==> src/rtl/fci_pkg.sv <==
package fci_pkg;
    typedef enum logic [1:0] {
        RD_ARRAY  = 2'd0,
        RD_STATUS = 2'd1,
        RD_IDENT  = 2'd2,
        RD_QUERY  = 2'd3
    } rd_mode_e;

    typedef enum logic [1:0] {
        SEQ_IDLE  = 2'd0,
        SEQ_ERASE = 2'd1,
        SEQ_PROG  = 2'd2
    } seq_e;

    localparam int SR_READY = 7;
    localparam int SR_ESUSP = 6;
    localparam int SR_EERR  = 5;
    localparam int SR_PERR  = 4;
    localparam int SR_PSUSP = 2;
    localparam int SR_PROT  = 1;

    localparam logic [7:0] ERASE_CONFIRM = 8'hD0;
endpackage

==> src/rtl/fci_op_timer.sv <==
module fci_op_timer #(
    parameter int LEN = 8
) (
    input  logic clk,
    input  logic rst_n,
    input  logic abort,
    input  logic start,
    input  logic run,
    output logic active,
    output logic done
);
    localparam int CW = (LEN > 1) ? $clog2(LEN) : 1;

    typedef struct packed {
        logic          act;
        logic [CW-1:0] cnt;
    } tmr_t;

    tmr_t q, d;

    assign active = q.act;
    assign done   = q.act && run && (q.cnt == CW'(LEN - 1));

    always_comb begin
        d = q;
        if (abort) begin
            d.act = 1'b0;
            d.cnt = '0;
        end else if (start) begin
            d.act = 1'b1;
            d.cnt = '0;
        end else if (done) begin
            d.act = 1'b0;
            d.cnt = '0;
        end else if (q.act && run) begin
            d.cnt = q.cnt + 1'b1;
        end
    end

    always_ff @(posedge clk or negedge rst_n) begin
        if (!rst_n) q <= '0;
        else        q <= d;
    end
endmodule

==> src/rtl/fci_cell_array.sv <==
module fci_cell_array #(
    parameter int ADDR_W = 6,
    parameter int BLK_W  = 2,
    parameter int DATA_W = 16
) (
    input  logic              clk,
    input  logic              prog_commit,
    input  logic [ADDR_W-1:0] prog_addr,
    input  logic [DATA_W-1:0] prog_data,
    input  logic              erase_commit,
    input  logic [BLK_W-1:0]  erase_blk,
    input  logic [ADDR_W-1:0] rd_addr,
    output logic [DATA_W-1:0] rd_word
);
    localparam int WORDS = 1 << ADDR_W;
    localparam int OFS_W = ADDR_W - BLK_W;

    logic [WORDS-1:0][DATA_W-1:0] flat;

    for (genvar w = 0; w < WORDS; w++) begin : g_word
        localparam logic [BLK_W-1:0] MY_BLK = BLK_W'(w >> OFS_W);
        logic [DATA_W-1:0] cell_q;

        // Commit only at the end of an operation: an abort leaves the word as is.
        always_ff @(posedge clk) begin
            if (erase_commit && erase_blk == MY_BLK)
                cell_q <= '1;
            else if (prog_commit && prog_addr == ADDR_W'(w))
                cell_q <= cell_q & prog_data;
        end

        assign flat[w] = cell_q;
    end

    assign rd_word = flat[rd_addr];
endmodule

==> src/rtl/fci_read_mux.sv <==
module fci_read_mux
    import fci_pkg::*;
#(
    parameter int              DATA_W    = 16,
    parameter logic [DATA_W-1:0] MFR_CODE = 16'h00A5,
    parameter logic [DATA_W-1:0] DEV_CODE = 16'h5C31,
    parameter logic [4*DATA_W-1:0] QRY_TABLE = 64'h0059_0052_0051_0001
) (
    input  rd_mode_e          mode,
    input  logic              busy,
    input  logic [1:0]        sel,
    input  logic              blk_protected,
    input  logic [7:0]        status,
    input  logic [DATA_W-1:0] array_word,
    output logic [DATA_W-1:0] word
);
    always_comb begin
        word = '0;
        if (busy || mode == RD_STATUS) begin
            word = DATA_W'(status);
        end else begin
            unique case (mode)
                RD_ARRAY: word = array_word;
                RD_IDENT: begin
                    unique case (sel)
                        2'd0:    word = MFR_CODE;
                        2'd1:    word = DEV_CODE;
                        2'd2:    word = DATA_W'(blk_protected);
                        default: word = '0;
                    endcase
                end
                RD_QUERY: word = QRY_TABLE[32'(sel) * DATA_W +: DATA_W];
                default:  word = '0;
            endcase
        end
    end
endmodule

==> src/rtl/flash_cmd_ctrl.sv <==
module flash_cmd_ctrl
    import fci_pkg::*;
#(
    parameter int ADDR_W       = 6,
    parameter int BLK_W        = 2,
    parameter int DATA_W       = 16,
    parameter int PROG_CYCLES  = 8,
    parameter int ERASE_CYCLES = 40,
    parameter logic [7:0] OP_READ    = 8'hFF,
    parameter logic [7:0] OP_STATUS  = 8'h70,
    parameter logic [7:0] OP_IDENT   = 8'h90,
    parameter logic [7:0] OP_QUERY   = 8'h98,
    parameter logic [7:0] OP_ERASE   = 8'h20,
    parameter logic [7:0] OP_PROG    = 8'h40,
    parameter logic [7:0] OP_SUSPEND = 8'hB0,
    parameter logic [7:0] OP_RESUME  = 8'hD0,
    parameter logic [7:0] OP_CLEAR   = 8'h50,
    parameter logic [DATA_W-1:0]   MFR_CODE  = 16'h00A5,
    parameter logic [DATA_W-1:0]   DEV_CODE  = 16'h5C31,
    parameter logic [4*DATA_W-1:0] QRY_TABLE = 64'h0059_0052_0051_0001
) (
    input  logic                   clk,
    input  logic                   rst_n,
    input  logic                   uvlo,
    input  logic                   wr_en,
    input  logic                   rd_en,
    input  logic [ADDR_W-1:0]      addr,
    input  logic [DATA_W-1:0]      wdata,
    input  logic [(1<<BLK_W)-1:0]  wp_mask,
    output logic                   rd_valid,
    output logic [DATA_W-1:0]      rd_data,
    output logic                   ready
);
    typedef struct packed {
        rd_mode_e          mode;
        seq_e              seq;
        logic              psusp;
        logic              esusp;
        logic              eerr;
        logic              perr;
        logic              prot;
        logic [ADDR_W-1:0] paddr;
        logic [DATA_W-1:0] pdata;
        logic [BLK_W-1:0]  eblk;
        logic              rd_valid;
        logic [DATA_W-1:0] rd_data;
    } ctl_t;

    ctl_t q, d;

    logic              p_act, p_done, p_start, p_run;
    logic              e_act, e_done, e_start, e_run;
    logic              busy;
    logic [7:0]        op;
    logic [BLK_W-1:0]  wblk;
    logic [7:0]        status_q;
    logic [DATA_W-1:0] array_word, mux_word;
    rd_mode_e          mode_q;
    seq_e              seq_q;

    assign op     = wdata[7:0];
    assign wblk   = addr[ADDR_W-1 -: BLK_W];
    assign busy   = (p_act && !q.psusp) || (e_act && !q.esusp);
    assign p_run  = !q.psusp;
    assign e_run  = !q.esusp && !p_act;
    assign mode_q = q.mode;
    assign seq_q  = q.seq;

    always_comb begin
        status_q = '0;
        status_q[SR_READY] = !busy;
        status_q[SR_ESUSP] = q.esusp;
        status_q[SR_EERR]  = q.eerr;
        status_q[SR_PERR]  = q.perr;
        status_q[SR_PSUSP] = q.psusp;
        status_q[SR_PROT]  = q.prot;
    end

    fci_op_timer #(.LEN(PROG_CYCLES)) u_prog_tmr (
        .clk(clk), .rst_n(rst_n), .abort(uvlo), .start(p_start),
        .run(p_run), .active(p_act), .done(p_done)
    );

    fci_op_timer #(.LEN(ERASE_CYCLES)) u_erase_tmr (
        .clk(clk), .rst_n(rst_n), .abort(uvlo), .start(e_start),
        .run(e_run), .active(e_act), .done(e_done)
    );

    fci_cell_array #(.ADDR_W(ADDR_W), .BLK_W(BLK_W), .DATA_W(DATA_W)) u_cells (
        .clk(clk),
        .prog_commit(p_done), .prog_addr(q.paddr), .prog_data(q.pdata),
        .erase_commit(e_done), .erase_blk(q.eblk),
        .rd_addr(addr), .rd_word(array_word)
    );

    fci_read_mux #(
        .DATA_W(DATA_W), .MFR_CODE(MFR_CODE), .DEV_CODE(DEV_CODE), .QRY_TABLE(QRY_TABLE)
    ) u_rmux (
        .mode(q.mode), .busy(busy), .sel(addr[1:0]),
        .blk_protected(wp_mask[wblk]), .status(status_q),
        .array_word(array_word), .word(mux_word)
    );

    always_comb begin
        d          = q;
        p_start    = 1'b0;
        e_start    = 1'b0;
        d.rd_valid = rd_en;
        d.rd_data  = rd_en ? mux_word : q.rd_data;

        if (uvlo) begin
            d.mode  = RD_ARRAY;
            d.seq   = SEQ_IDLE;
            d.psusp = 1'b0;
            d.esusp = 1'b0;
        end else if (wr_en) begin
            if (busy) begin
                // Only status selection and suspend are honoured mid-operation.
                if (op == OP_STATUS) begin
                    d.mode = RD_STATUS;
                end else if (op == OP_SUSPEND) begin
                    if (p_act && !q.psusp) begin
                        if (!p_done) begin
                            d.psusp = 1'b1;
                            d.mode  = RD_STATUS;
                        end
                    end else if (!e_done) begin
                        d.esusp = 1'b1;
                        d.mode  = RD_STATUS;
                    end
                end
            end else begin
                unique case (q.seq)
                    SEQ_ERASE: begin
                        d.seq  = SEQ_IDLE;
                        d.mode = RD_STATUS;
                        if (op != ERASE_CONFIRM) begin
                            d.eerr = 1'b1;
                            d.perr = 1'b1;
                        end else if (wp_mask[wblk]) begin
                            d.eerr = 1'b1;
                            d.prot = 1'b1;
                        end else begin
                            e_start = 1'b1;
                            d.eblk  = wblk;
                        end
                    end
                    SEQ_PROG: begin
                        d.seq  = SEQ_IDLE;
                        d.mode = RD_STATUS;
                        if (wp_mask[wblk] || (q.esusp && wblk == q.eblk)) begin
                            d.perr = 1'b1;
                            d.prot = 1'b1;
                        end else begin
                            p_start = 1'b1;
                            d.paddr = addr;
                            d.pdata = wdata;
                        end
                    end
                    default: begin
                        if (op == OP_READ) begin
                            d.mode = RD_ARRAY;
                        end else if (op == OP_STATUS) begin
                            d.mode = RD_STATUS;
                        end else if (op == OP_IDENT) begin
                            d.mode = RD_IDENT;
                        end else if (op == OP_QUERY) begin
                            d.mode = RD_QUERY;
                        end else if (op == OP_CLEAR) begin
                            d.eerr = 1'b0;
                            d.perr = 1'b0;
                            d.prot = 1'b0;
                        end else if (op == OP_ERASE && !q.esusp && !q.psusp) begin
                            d.seq = SEQ_ERASE;
                        end else if (op == OP_PROG && !q.psusp) begin
                            d.seq = SEQ_PROG;
                        end else if (op == OP_RESUME && q.psusp) begin
                            d.psusp = 1'b0;
                            d.mode  = RD_STATUS;
                        end else if (op == OP_RESUME && q.esusp) begin
                            d.esusp = 1'b0;
                            d.mode  = RD_STATUS;
                        end else begin
                            d.mode = RD_ARRAY;
                        end
                    end
                endcase
            end
        end
    end

    always_ff @(posedge clk or negedge rst_n) begin
        if (!rst_n) begin
            q      <= '0;
            q.mode <= RD_ARRAY;
            q.seq  <= SEQ_IDLE;
        end else begin
            q <= d;
        end
    end

    assign rd_valid = q.rd_valid;
    assign rd_data  = q.rd_data;
    assign ready    = !busy;
endmodule

==> config.mk <==
export PLATFORM = sky130hd
export DESIGN_NAME = flash_cmd_ctrl
export DESIGN_NICKNAME = d
export VERILOG_FILES = /design/src/rtl/fci_pkg.sv /design/src/rtl/fci_op_timer.sv /design/src/rtl/fci_cell_array.sv /design/src/rtl/fci_read_mux.sv /design/src/rtl/flash_cmd_ctrl.sv
export SDC_FILE = /design/constraint.sdc
export NUM_CORES = 2
export LEC_CHECK = 0
export BUFFER_PORTS_ARGS = -buffer_cell sky130_fd_sc_hd__buf_2
export CAP_MARGIN = 15
export CORE_MARGIN = 10
export CORE_UTILIZATION = 63
export CTS_CLUSTER_DIAMETER = 150
export DETAILED_ROUTE_END_ITERATION = 8
export GPL_ROUTABILITY_DRIVEN = 0
export PLACE_DENSITY = 0.8
export SETUP_SLACK_MARGIN = 0.15
export SYNTH_ARGS = -nofsm -noshare
export SYNTH_HDL_FRONTEND = slang
export SYNTH_SLANG_ARGS = --single-unit
==> constraint.sdc <==
create_clock -name clk -period 2.7 [get_ports clk]
set_input_delay 0.135 -clock clk [delete_from_list [all_inputs] [get_ports clk]]
set_output_delay 0.135 -clock clk [all_outputs]
set_load 0.01 [all_outputs]
==> reports/metrics.cfg <==
[status]
outcome=complete, no violations

[route]
final_antenna_net_count=0
routed_via_density=6.64
finalWirelength_um=133000
drc=0
vias=35800
wl_per_cell_um=24.6
drt_iter0_drc=5805
m1WireLength_um=49000
wl_met2_um=58700
topRoutingLayerUsed=met5
dr.pass1.iters=9
route.met3.wl_um=16300

[place]
pre_cts_ws_ns=0.185
io_buffers=48
dpl.hpwl_um=83000

[yosys]
yosys.area.top_type=dfxtp_1
postSynth.asyncResetShare_pct=5.62
synth-simple-area-share_pct=12.7
synth_mux_area_share_pct=15.7
synthXorXnorAreaFrac_pct=0.122
yosysMostFrequentCell=nand2_1
synth_top_area_share_pct=47.7
netlist_area_mm2=0.0430
ys_seq_elements=1085
synth_ff_type=dfxtp_1
synth_nets=4479
yosysWarningCount=0
avgSynthCellArea_um2=9.68
synthAdderAreaFrac_pct=0.145
synth_top_family_by_area=multiplexers
synth_edf_count=0
ys_seq_area_share_pct=51.2
synth_cells=4443
synth-compound-area-share_pct=14.9
netlist_top_cells_area=dfxtp_1 (48%), mux4_2 (12%), o21ai_0 (11%)
synth.distinct_cells=80
synth_common_cells=nand2_1 (1135), dfxtp_1 (1024), o21ai_0 (945)

[clock_network]
clock_sinks=1085
clk_pin_slew_worst_paths_ns=0.06
clock_latency_ns=0.70
cts_tree=built
cts-root-buf=clkbuf_16
cts.htree.levels=3
clock_path_buffers=3
cts-buffers-inserted=106

[floorplanning]
fp.dieW_um=281
core_area_mm2=0.0674
start_util_pct=63.8
die_h_um=281
rows=95
die_area_mm2=0.0791
io_pins=49

[setup_path]
crit_chain=nor3b_4 -> nand4_1 -> buf_4 -> nand3_1 -> o21ai_1 -> a311oi_1 -> dlygate4sd3_1
crit_type=flop to flop
crit_buf_inv=2
slowest_delay_ns=0.60
required_ns=3.32
critPathTopFamily=buffers and inverters
cpMaxStageDelayCell=dlygate4sd3_1
worstPathMaxFanout=6
crit_path_end_kind=flop
critPathArrivalTime_ns=3.07
start_kind=flop

[layout]
nFillCells=4608
nets=4463
drive_above_1_share_pct=16.4
syn_to_final_growth_pct=12.2

[sta]
slew_violations=0
finalHoldViolations=0
clock_skew_ns=0.0388
final.setup.tns_ns=0
maxSlewHeadroom_pct=35.8
rsz0062_at_grt=true
fin_ws_ns=0.259
max_freq_mhz=410
worst_slew_pin_slew_ns=0.953
period_share_pct=90.4
fin_crit_ns=2.44
setup_violations=0

[grt]
grt_pass1_wl_um=202000
grt_pass1_vias=34300
antenna_found_initial=7
track_usage_pct=32.9
grt_max_degree=170
grt_overflow_total=0

[min_path]
hp-class=primary input to flop

[pwr]
p_per_area_mw_per_mm2=691
irDropWorstVdd_mv=0.578
power.leakage_nw=24.0

[flow_run]
cap_violations=0

## cell type report
cell class / instances / area [um^2] / area share [%]
clock buffer: 144 / 3030 / 6.28
sequential: 1085 / 22000 / 45.7
clock inverter: 46 / 626 / 1.30
timing repair buffer: 295 / 2620 / 5.43
tap: 873 / 1090 / 2.26
inverter: 14 / 52.6 / 0.109
multi-input combinational: 2925 / 18800 / 38.9
antenna: 2 / 5.00 / 0.0104
## metal layers
metal | vias to the layer above | GRT usage (%)
li1 | 15500 | -
met1 | 17400 | 41.1
met2 | 2363 | 50.2
met3 | 573 | 9.60
met4 | 8 | 19.4
met5 | - | 0
## worst min-delay path, stage by stage
cell	delay, ns
buf_2	0.15
buf_12	0.23
mux2_2	0.18
## kinds of logic after synthesis
family,Yosys count
multiplexers,359
AND/OR/NAND/NOR,1341
flip-flops,1085
AO/OA/AOI/OAI,1214
XOR/XNOR,6
buffers and inverters,433
adder cells (fa/ha/maj),5
## power breakdown
| group | switching, mW | total, mW | internal (mW) |
|---|---|---|---|
| logic | 1.01 | 1.55 | 0.545 |
| registers | 0.248 | 16.3 | 16.1 |
| clock network | 6.38 | 15.5 | 9.11 |
## placed cells by master (no fill, tap or decap), drive strengths merged, types with 7 or more instances in the layout
cell type | synthesis | routed
clkbuf | 283 | 145
bufinv | 0 | 13
a31oi | 7 | 7
dfxtp | 1024 | 1024
nand2 | 1138 | 1138
nand4 | 10 | 10
nand3 | 32 | 32
a221oi | 13 | 13
nor3 | 35 | 35
nor2 | 43 | 43
o22ai | 16 | 16
o21ai | 1063 | 1063
nor4 | 7 | 7
nor2b | 20 | 20
dlygate4sd3 | 0 | 23
mux2i | 81 | 81
clkinv | 0 | 22
a211oi | 17 | 17
dfrtp | 61 | 61
nand2b | 18 | 18
mux2 | 33 | 33
nand3b | 7 | 7
buf | 136 | 271
mux4 | 245 | 245
inv | 14 | 19
a21oi | 34 | 34
a22oi | 21 | 21
## state kept, by name, summed over array words and instances, names as in the netlist
signal,cells
u_cells.g_word.cell_q,1024
q,29
rd_data,16
u_erase_tmr.q,6
u_prog_tmr.q,3
mode_q,2
seq_q,2
rd_valid,1
u_erase_tmr.active,1
u_prog_tmr.active,1
## through the flow
step | utilization, % | cell area, um^2 | cells | hold WS, ns | power [mW]
final | 71.6 | 48300 | 5384 | 0.0436 | 33.4
after global routing | 71.6 | 48300 | 5382 | 0.0476 | 34.1
after CTS | 71.5 | 48200 | 5379 | 0.0357 | 33.3
after detailed placement | 65.8 | 44300 | 5166 | 0.171 | 18.1
after global placement | 65.8 | 44300 | 5166 | 0.167 | 18.1
after floorplan | - | 43000 | 4443 | -0.161 | 17.5
## repair_timing
item / 4_1_cts / 5_1_grt
hold buffers: 23 / 0
endpoints found under the setup margin: 2 / 55
gates resized for setup: 1 / 1
pin swaps: 0 / 2
gates cloned: 0 / 0
endpoints found under the hold margin: 76 / 0
buffers inserted: 0 / 3
## worst paths after layout
kind / end / slack (ns) / start / depth (start not counted)
setup / recovery: mode_q[0]$_DFFE_PN0P_ / 0.26 / q[44]$_DFFE_PN0P_ / 7
max in group asynchronous: q[28]$_DFFE_PN0P_ / 0.80 / rst_n / 4
hold / removal: q[39]$_DFFE_PN0P_ / 0.04 / addr[4] / 3
min in group asynchronous: q[35]$_DFFE_PN0P_ / 0.42 / rst_n / 3
hold reg to reg: u_cells.g_word[12].cell_q[7]$_SDFFE_PP1P_ / 0.46 / u_cells.g_word[12].cell_q[7]$_SDFFE_PP1P_ / 2
setup reg to reg: mode_q[0]$_DFFE_PN0P_ / 0.26 / q[44]$_DFFE_PN0P_ / 7
Power figures use the tool's default switching activity.
